--- config.mk ---
export PLATFORM = sky130hd
export DESIGN_NAME = mpipe_core
export DESIGN_NICKNAME = d
export VERILOG_FILES = /design/src/rtl/mpipe_pkg.sv /design/src/rtl/mpipe_decode.sv /design/src/rtl/mpipe_regfile.sv /design/src/rtl/mpipe_alu.sv /design/src/rtl/mpipe_core.sv
export SDC_FILE = /design/constraint.sdc
export NUM_CORES = 2
export LEC_CHECK = 0
export ABC_AREA = 0
export BUFFER_PORTS_ARGS = -buffer_cell sky130_fd_sc_hd__buf_2
export CAP_MARGIN = 20
export CORE_MARGIN = 5
export CORE_UTILIZATION = 40
export CTS_CLUSTER_SIZE = 14
export DETAILED_ROUTE_END_ITERATION = 12
export HOLD_SLACK_MARGIN = 0.05
export PLACE_DENSITY = 0.53
export SYNTH_ARGS = -nofsm -noshare
export SYNTH_HDL_FRONTEND = slang
export SYNTH_SLANG_ARGS = --single-unit
--- constraint.sdc ---
create_clock -name clk -period 6.6 [get_ports clk]
set_input_delay 0.99 -clock clk [delete_from_list [all_inputs] [get_ports clk]]
set_output_delay 0.99 -clock clk [all_outputs]
set_load 0.005 [all_outputs]
--- src/rtl/mpipe_pkg.sv ---
package mpipe_pkg;

  localparam int XLEN   = 32;
  localparam int REG_AW = 5;
  localparam int NREG   = 1 << REG_AW;

  localparam logic [5:0] OP_REG  = 6'h00;
  localparam logic [5:0] OP_ADDI = 6'h08;
  localparam logic [5:0] OP_ORI  = 6'h0D;
  localparam logic [5:0] OP_LW   = 6'h23;
  localparam logic [5:0] OP_SW   = 6'h2B;
  localparam logic [5:0] OP_BEQ  = 6'h04;

  localparam logic [5:0] FN_ADD = 6'h20;
  localparam logic [5:0] FN_SUB = 6'h22;
  localparam logic [5:0] FN_AND = 6'h24;
  localparam logic [5:0] FN_OR  = 6'h25;

  typedef enum logic [1:0] {
    ALU_ADD = 2'd0,
    ALU_SUB = 2'd1,
    ALU_AND = 2'd2,
    ALU_OR  = 2'd3
  } alu_op_e;

  // Decoded control that travels with the instruction.
  typedef struct packed {
    alu_op_e alu;
    logic    use_imm;
    logic    branch;
    logic    mem_rd;
    logic    mem_wr;
    logic    reg_wr;
  } ctrl_t;

endpackage

--- src/rtl/mpipe_decode.sv ---
module mpipe_decode
  import mpipe_pkg::*;
(
  input  logic [5:0]        op,
  input  logic [4:0]        shamt,
  input  logic [5:0]        fn,
  input  logic [REG_AW-1:0] rt,
  input  logic [REG_AW-1:0] rd,
  input  logic [15:0]       imm16,
  output logic              legal,
  output ctrl_t             ctrl,
  output logic [REG_AW-1:0] dest,
  output logic [XLEN-1:0]   imm
);

  logic zext;

  always_comb begin
    ctrl  = '0;
    legal = 1'b0;
    zext  = 1'b0;
    dest  = rt;
    case (op)
      OP_REG: begin
        dest        = rd;
        ctrl.reg_wr = 1'b1;
        if (shamt == 5'd0) begin
          case (fn)
            FN_ADD: begin legal = 1'b1; ctrl.alu = ALU_ADD; end
            FN_SUB: begin legal = 1'b1; ctrl.alu = ALU_SUB; end
            FN_AND: begin legal = 1'b1; ctrl.alu = ALU_AND; end
            FN_OR:  begin legal = 1'b1; ctrl.alu = ALU_OR;  end
            default: legal = 1'b0;
          endcase
        end
      end
      OP_ADDI: begin
        legal        = 1'b1;
        ctrl.use_imm = 1'b1;
        ctrl.reg_wr  = 1'b1;
      end
      OP_ORI: begin
        legal        = 1'b1;
        zext         = 1'b1;
        ctrl.alu     = ALU_OR;
        ctrl.use_imm = 1'b1;
        ctrl.reg_wr  = 1'b1;
      end
      OP_LW: begin
        legal        = 1'b1;
        ctrl.use_imm = 1'b1;
        ctrl.mem_rd  = 1'b1;
        ctrl.reg_wr  = 1'b1;
      end
      OP_SW: begin
        legal        = 1'b1;
        ctrl.use_imm = 1'b1;
        ctrl.mem_wr  = 1'b1;
      end
      OP_BEQ: begin
        legal       = 1'b1;
        ctrl.branch = 1'b1;
      end
      default: legal = 1'b0;
    endcase
    imm = zext ? {16'h0000, imm16} : {{16{imm16[15]}}, imm16};
  end

endmodule

--- src/rtl/mpipe_regfile.sv ---
module mpipe_regfile
  import mpipe_pkg::*;
(
  input  logic              clk,
  input  logic              rst,
  input  logic [REG_AW-1:0] ra1,
  input  logic [REG_AW-1:0] ra2,
  output logic [XLEN-1:0]   rd1,
  output logic [XLEN-1:0]   rd2,
  input  logic              we,
  input  logic [REG_AW-1:0] wa,
  input  logic [XLEN-1:0]   wd
);

  logic [XLEN-1:0] regs [NREG];

  assign regs[0] = '0;

  for (genvar g = 1; g < NREG; g++) begin : g_reg
    always_ff @(posedge clk) begin
      if (rst)
        regs[g] <= '0;
      else if (we && wa == REG_AW'(g))
        regs[g] <= wd;
    end
  end

  // Write-first read: a same-cycle write is visible to decode.
  always_comb begin
    rd1 = regs[ra1];
    rd2 = regs[ra2];
    if (we && wa != '0 && wa == ra1) rd1 = wd;
    if (we && wa != '0 && wa == ra2) rd2 = wd;
  end

  a_r6_zero_reads_zero: assert property (@(posedge clk) disable iff (rst)
    (ra1 == '0) |-> (rd1 == '0));

  a_r9_write_passes_through: assert property (@(posedge clk) disable iff (rst)
    (we && wa != '0 && wa == ra2) |-> (rd2 == wd));

endmodule

--- src/rtl/mpipe_alu.sv ---
module mpipe_alu
  import mpipe_pkg::*;
#(
  parameter int W = 32
) (
  input  logic [W-1:0] a,
  input  logic [W-1:0] b,
  input  alu_op_e      op,
  output logic [W-1:0] y
);

  always_comb begin
    case (op)
      ALU_ADD: y = a + b;
      ALU_SUB: y = a - b;
      ALU_AND: y = a & b;
      ALU_OR:  y = a | b;
      default: y = '0;
    endcase
  end

endmodule

--- src/rtl/mpipe_core.sv ---
module mpipe_core
  import mpipe_pkg::*;
#(
  parameter int IMEM_AW = 10,
  parameter int DMEM_AW = 10
) (
  input  logic                 clk,
  input  logic                 rst,
  output logic [IMEM_AW-1:0]   imem_addr,
  input  logic [XLEN-1:0]      imem_data,
  output logic [DMEM_AW-1:0]   dmem_addr,
  output logic                 dmem_we,
  output logic [XLEN-1:0]      dmem_wdata,
  input  logic [XLEN-1:0]      dmem_rdata,
  output logic                 wr_en,
  output logic [REG_AW-1:0]    wr_addr,
  output logic [XLEN-1:0]      wr_data
);

  localparam int PC_W = IMEM_AW + 2;
  localparam logic [PC_W-1:0] PC_STEP = PC_W'(4);

  // ---------------- fetch ----------------
  logic [PC_W-1:0] pc;
  logic            br_take;
  logic [PC_W-1:0] br_target;

  logic            id_valid;
  logic [XLEN-1:0] id_instr;
  logic [PC_W-1:0] id_pc4;

  assign imem_addr = pc[PC_W-1:2];

  always_ff @(posedge clk) begin
    if (rst) begin
      pc       <= '0;
      id_valid <= 1'b0;
      id_instr <= '0;
      id_pc4   <= '0;
    end else begin
      pc       <= br_take ? br_target : pc + PC_STEP;
      // A taken branch in execute cancels the word fetched this cycle.
      id_valid <= !br_take;
      id_instr <= imem_data;
      id_pc4   <= pc + PC_STEP;
    end
  end

  // ---------------- decode / register read ----------------
  logic              id_legal;
  ctrl_t             id_ctrl;
  logic [REG_AW-1:0] id_dest;
  logic [XLEN-1:0]   id_imm;
  logic [XLEN-1:0]   id_a, id_b;

  mpipe_decode u_dec (
    .op    (id_instr[31:26]),
    .shamt (id_instr[10:6]),
    .fn    (id_instr[5:0]),
    .rt    (id_instr[20:16]),
    .rd    (id_instr[15:11]),
    .imm16 (id_instr[15:0]),
    .legal (id_legal),
    .ctrl  (id_ctrl),
    .dest  (id_dest),
    .imm   (id_imm)
  );

  logic              wb_valid;
  logic              wb_rw;
  logic [REG_AW-1:0] wb_dest;
  logic [XLEN-1:0]   wb_m;

  mpipe_regfile u_rf (
    .clk (clk),
    .rst (rst),
    .ra1 (id_instr[25:21]),
    .ra2 (id_instr[20:16]),
    .rd1 (id_a),
    .rd2 (id_b),
    .we  (wr_en),
    .wa  (wr_addr),
    .wd  (wr_data)
  );

  logic              ex_valid;
  ctrl_t             ex_ctrl;
  logic [XLEN-1:0]   ex_a, ex_b, ex_imm;
  logic [REG_AW-1:0] ex_dest;
  logic [PC_W-1:0]   ex_pc4;

  always_ff @(posedge clk) begin
    if (rst) begin
      ex_valid <= 1'b0;
      ex_ctrl  <= '0;
      ex_a     <= '0;
      ex_b     <= '0;
      ex_imm   <= '0;
      ex_dest  <= '0;
      ex_pc4   <= '0;
    end else begin
      ex_valid <= id_valid && id_legal;
      ex_ctrl  <= id_ctrl;
      ex_a     <= id_a;
      ex_b     <= id_b;
      ex_imm   <= id_imm;
      ex_dest  <= id_dest;
      ex_pc4   <= id_pc4;
    end
  end

  // ---------------- execute ----------------
  logic [XLEN-1:0] ex_opb, ex_s;

  assign ex_opb = ex_ctrl.use_imm ? ex_imm : ex_b;

  mpipe_alu #(.W(XLEN)) u_alu (
    .a  (ex_a),
    .b  (ex_opb),
    .op (ex_ctrl.alu),
    .y  (ex_s)
  );

  assign br_take   = ex_valid && ex_ctrl.branch && (ex_a == ex_b);
  assign br_target = ex_pc4 + {ex_imm[PC_W-3:0], 2'b00};

  logic              mem_valid;
  logic              mem_rd, mem_wr, mem_rw;
  logic [XLEN-1:0]   mem_s, mem_b;
  logic [REG_AW-1:0] mem_dest;

  always_ff @(posedge clk) begin
    if (rst) begin
      mem_valid <= 1'b0;
      mem_rd    <= 1'b0;
      mem_wr    <= 1'b0;
      mem_rw    <= 1'b0;
      mem_s     <= '0;
      mem_b     <= '0;
      mem_dest  <= '0;
    end else begin
      mem_valid <= ex_valid;
      mem_rd    <= ex_ctrl.mem_rd;
      mem_wr    <= ex_ctrl.mem_wr;
      mem_rw    <= ex_ctrl.reg_wr;
      mem_s     <= ex_s;
      mem_b     <= ex_b;
      mem_dest  <= ex_dest;
    end
  end

  // ---------------- memory (ALU results pass straight through) ----------------
  logic [XLEN-1:0] mem_m;

  assign dmem_addr  = mem_s[DMEM_AW+1:2];
  assign dmem_we    = mem_valid && mem_wr;
  assign dmem_wdata = mem_b;
  assign mem_m      = mem_rd ? dmem_rdata : mem_s;

  always_ff @(posedge clk) begin
    if (rst) begin
      wb_valid <= 1'b0;
      wb_rw    <= 1'b0;
      wb_dest  <= '0;
      wb_m     <= '0;
    end else begin
      wb_valid <= mem_valid;
      wb_rw    <= mem_rw;
      wb_dest  <= mem_dest;
      wb_m     <= mem_m;
    end
  end

  // ---------------- writeback ----------------
  assign wr_en   = wb_valid && wb_rw && (wb_dest != '0);
  assign wr_addr = wb_dest;
  assign wr_data = wb_m;

  // ---------------- assertions ----------------
  a_r7_fetch_redirect: assert property (@(posedge clk) disable iff (rst)
    br_take |=> (pc == $past(br_target)));

  a_r7_delay_slot_kept: assert property (@(posedge clk) disable iff (rst)
    (br_take && id_valid && id_legal) |=> ex_valid);

  a_r5_write_follows_mem: assert property (@(posedge clk) disable iff (rst)
    wr_en |-> $past(mem_valid && mem_rw));

  a_r4_store_no_write: assert property (@(posedge clk) disable iff (rst)
    dmem_we |=> !wr_en);

endmodule

==> flow_summary_export.csv <==
group,metric,value,unit
clock_network,cts_buffer_depth,3,
synthesis,synth_edf_count,0,
timing,hold_viol_final,0,
cells_and_area,fin_cells,8809,
route,routed_wl,237,mm
worst_setup_path,cp.buffers_inverters,2,
clock_network,clock_latency,0.79,ns
worst_setup_path,path_max_fanout,44,
clock_network,clk_pin_slew,0.06,ns
cells_and_area,final_nets,6763,
synthesis,yosysWarnings,0,
synthesis,syn-num-nets,7014,
cells_and_area,fillCellCount,14800,
cells_and_area,mostFrequentLayoutCells,"2057 x nand2_1, 1243 x dfxtp_1, 1126 x a21oi_1",
synthesis,synth_flop_cell,"dfxtp_1",
clock_network,tritoncts,"done",
synthesis,synth.area.mux_share,0.239,
route,dr.pass1.iters,6,
worst_setup_path,reg2reg_to,"mem_s[27]",
synthesis,synth_compound_area_frac,0.119,
timing,worstMarginPinSlew,1.42,ns
timing,setup_viol,0,
worst_setup_path,required,7.26,ns
cells_and_area,final_common_cell,"nand2_1",
worst_setup_path,cp_top_family,"compound AO/OA/AOI/OAI gates",
clock_network,clock-sinks,1261,
route,dr_total_vias,52500,
power_and_ir_drop,switching_share,0.251,
clock_network,postCtsSetupBuffers,0,
worst_setup_path,critPathLaunchType,"register",
synthesis,ys_types,75,
worst_setup_path,regToRegSetupSlack,1.17,ns
worst_setup_path,cp_slowest_cell,"dfxtp_2",
clock_network,cts_hold_buffers,0,
synthesis,synth-xor-area-share,0.0161,
route,dr.max_layer_used,"met5",
power_and_ir_drop,internal-power,12.7,mW
timing,period_needed,5.43,ns
route,drt-met1-wl,96.9,mm
synthesis,yosys.area_share.adder,0.0110,
placed_design,dp_hpwl,140,mm
synthesis,synthArstFlopShare,0,
worst_setup_path,cpPeakStageDelay,0.73,ns
power_and_ir_drop,ir_worst_vdd,247,uV
worst_setup_path,crit_arrival,6.09,ns
timing,final.period_utilization,0.822,
worst_setup_path,crit_type,"reg -> reg",
cells_and_area,syn2layout_area_growth,10.9,%
power_and_ir_drop,clkPwrFrac,0.467,
min_path,holdCritPathClass,"in -> reg",
worst_setup_path,critPathCapture,"mem_s[27]",
timing,tns,0,ns
floorplan,pin_count,157,
worst_setup_path,endpoint_kind,"register",
timing,rsz0062_at_grt,"false",
synthesis,ys_seq_area_frac,0.403,
placed_design,gp_congestion,0.913,
route,antenna_left,0,
floorplan,chipWidth,406,um
route,drcViolationCount,0,
cells_and_area,antenna_cells,0,
timing,slew_violations,0,
synthesis,post_synth_inst_count,6902,
floorplan,rows,145,
floorplan,core,156000,um^2
power_and_ir_drop,leakagePower,23.0,nW
cells_and_area,drive_gt1_frac,0.185,
route,drtIter0Drc,6057,
route,vias_per_cell,5.96,
worst_setup_path,regToRegStartpoint,"ex_ctrl[4]",
route,wl_per_cell,27.0,um
placed_design,portBuffers,156,
outcome,status,"complete, no violations",
global_route,first_global_vias,50400,
timing,finClkSkew,0.0277,ns
synthesis,avgSynthCellArea,9.07,um^2
global_route,antenna_found_initial,6,
route,dr_wl_met2,110,mm
global_route,grt_max_degree,215,
floorplan,die_h,406,um
worst_setup_path,r2r_cells,18,
route,route.met3.wl,21.1,mm
synthesis,synth_area,62600,um^2
synthesis,ys_ff_latch,1261,
floorplan,initial_core_util,0.402,
clock_network,cts.repair.resized,0,
global_route,grt_usage,0.282,
power_and_ir_drop,switchingPower,4.26,mW
clock_network,cts_root_buffer,"clkbuf_16",
power_and_ir_drop,p_seq_frac,0.459,
worst_setup_path,critPathLaunch,"ex_ctrl[4]",
clock_network,cts_made_buffers,140,
synthesis,yosys.area_share.simple,0.167,
global_route,grt_pass1_wl,344,mm
timing,clock.fmax,184,MHz
clock_network,htree_levels,4,
synthesis,synth_top_area_share,0.403,
synthesis,synth_top_family_by_area,"multiplexers",
worst_setup_path,cp_cell_sequence,"buf_4, nor4b_1, a2bb2oi_2, nand3b_1, nor3_1, o21ai_1, nand2_1, o21bai_1, o21ai_0, ha_1, nand4_1, inv_1, a221oi_1, and2_1, a21o_1, xnor2_1, nor2_1, a311oi_1",
global_route,overflow,0,
floorplan,dieArea,165000,um^2
worst_setup_path,cp.depth,18,
synthesis,yosys-top-cells-area,"dfxtp_1 40%, mux4_2 21%, nand2_1 13%",
timing,maxSlewHeadroom,0.0528,
placed_design,dp.cells,8567,
power_and_ir_drop,p_comb_frac,0.074,
job,cap_viol_max_count,0,
power_and_ir_drop,power.density,245,nW/um^2
synthesis,yosys.area.top_type,"dfxtp_1",
cells by family (layout without fill, tap and decap cells):
logic type	Yosys count	count (layout)
simple gates	2613	2613
compound gates	1368	1368
flops	1261	1261
mux	765	765
buf+inv	724	573
xor+xnor	115	115
fa+ha+maj	56	56
synthesized netlist by cell type, types with 10 or more instances:
library cell and number:
clkbuf_1 539, nand2_1 2088, dfxtp_1 1261, buf_4 10, mux2_2 70, a21oi_1 1126
inv_1 35, xnor2_1 52, buf_2 59, clkbuf_2 32, xor2_1 63, a22o_1 67
o21ai_0 75, nor2_1 286, nor4_1 14, nand3_1 24, mux2i_1 119, maj3_1 10
nor2b_1 110, nor3_1 24, mux4_2 576, ha_1 44, a21o_1 19, buf_1 49
power groups by stage:
stage / clock network, mW / logic, mW / registers, mW
5_1_grt: 8.35 / 1.33 / 7.81
6_report: 7.93 / 1.26 / 7.80
2_1_floorplan: 0 / 0.901 / 7.88
4_1_cts: 8.05 / 1.25 / 7.80
3_5_place_dp: 0 / 1.25 / 7.97
3_3_place_gp: 0 / 1.26 / 7.97
flip-flops by register name (all words and copies together) (netlist names), 10 cells and up:
name	cells
wr_data	32
dmem_wdata	32
ex_imm	17
ex_pc4	10
id_pc4	10
u_rf.regs	992
mem_s	32
id_instr	32
pc	10
ex_a	32
ex_b	32
worst min-delay path by stage:
stage	startpoint	endpoint	slack (ns)	cells after the start
after floorplan	id_pc4[10]	ex_pc4[10]	0.41	1
final	imem_data[27]	id_instr[27]	0.42	2
after global routing	imem_data[9]	id_instr[9]	0.40	2
after detailed placement	mem_dest[4]	wr_addr[4]	0.42	1
after CTS	imem_data[27]	id_instr[27]	0.37	2
after global placement	ex_ctrl[1]	mem_wr	0.42	1
final cells by class:
class                      count  area [um^2]  share of cell area
clock inverter                36          438             0.00631
tap                         2058         2570              0.0371
clock buffer                 206         4130              0.0594
timing repair buffer         296         2040              0.0294
sequential                  1261        25300               0.364
inverter                      35          131             0.00189
multi-input combinational   4917        34900               0.502
metrics by stage:
step | util | power [mW] | cell area [um^2] | hold WS (ns) | worst slack [ns]
CTS | 0.446 | 17.1 | 69500 | 0.369 | 1.30
floorplan | - | 8.78 | 62600 | 0.414 | 1.49
finish | 0.446 | 17.0 | 69500 | 0.422 | 1.17
global route | 0.446 | 17.5 | 69500 | 0.401 | 0.864
global placement | 0.416 | 9.23 | 64900 | 0.422 | 1.27
detailed placement | 0.416 | 9.22 | 64900 | 0.423 | 1.35
metal layers:
layer  up-vias  track usage
li1      23400            -
met1     26100        0.379
met2      2487        0.455
met3       535       0.0516
met4         4        0.106
met5         -            0
Note: power is estimated with default switching activity, not from simulation.
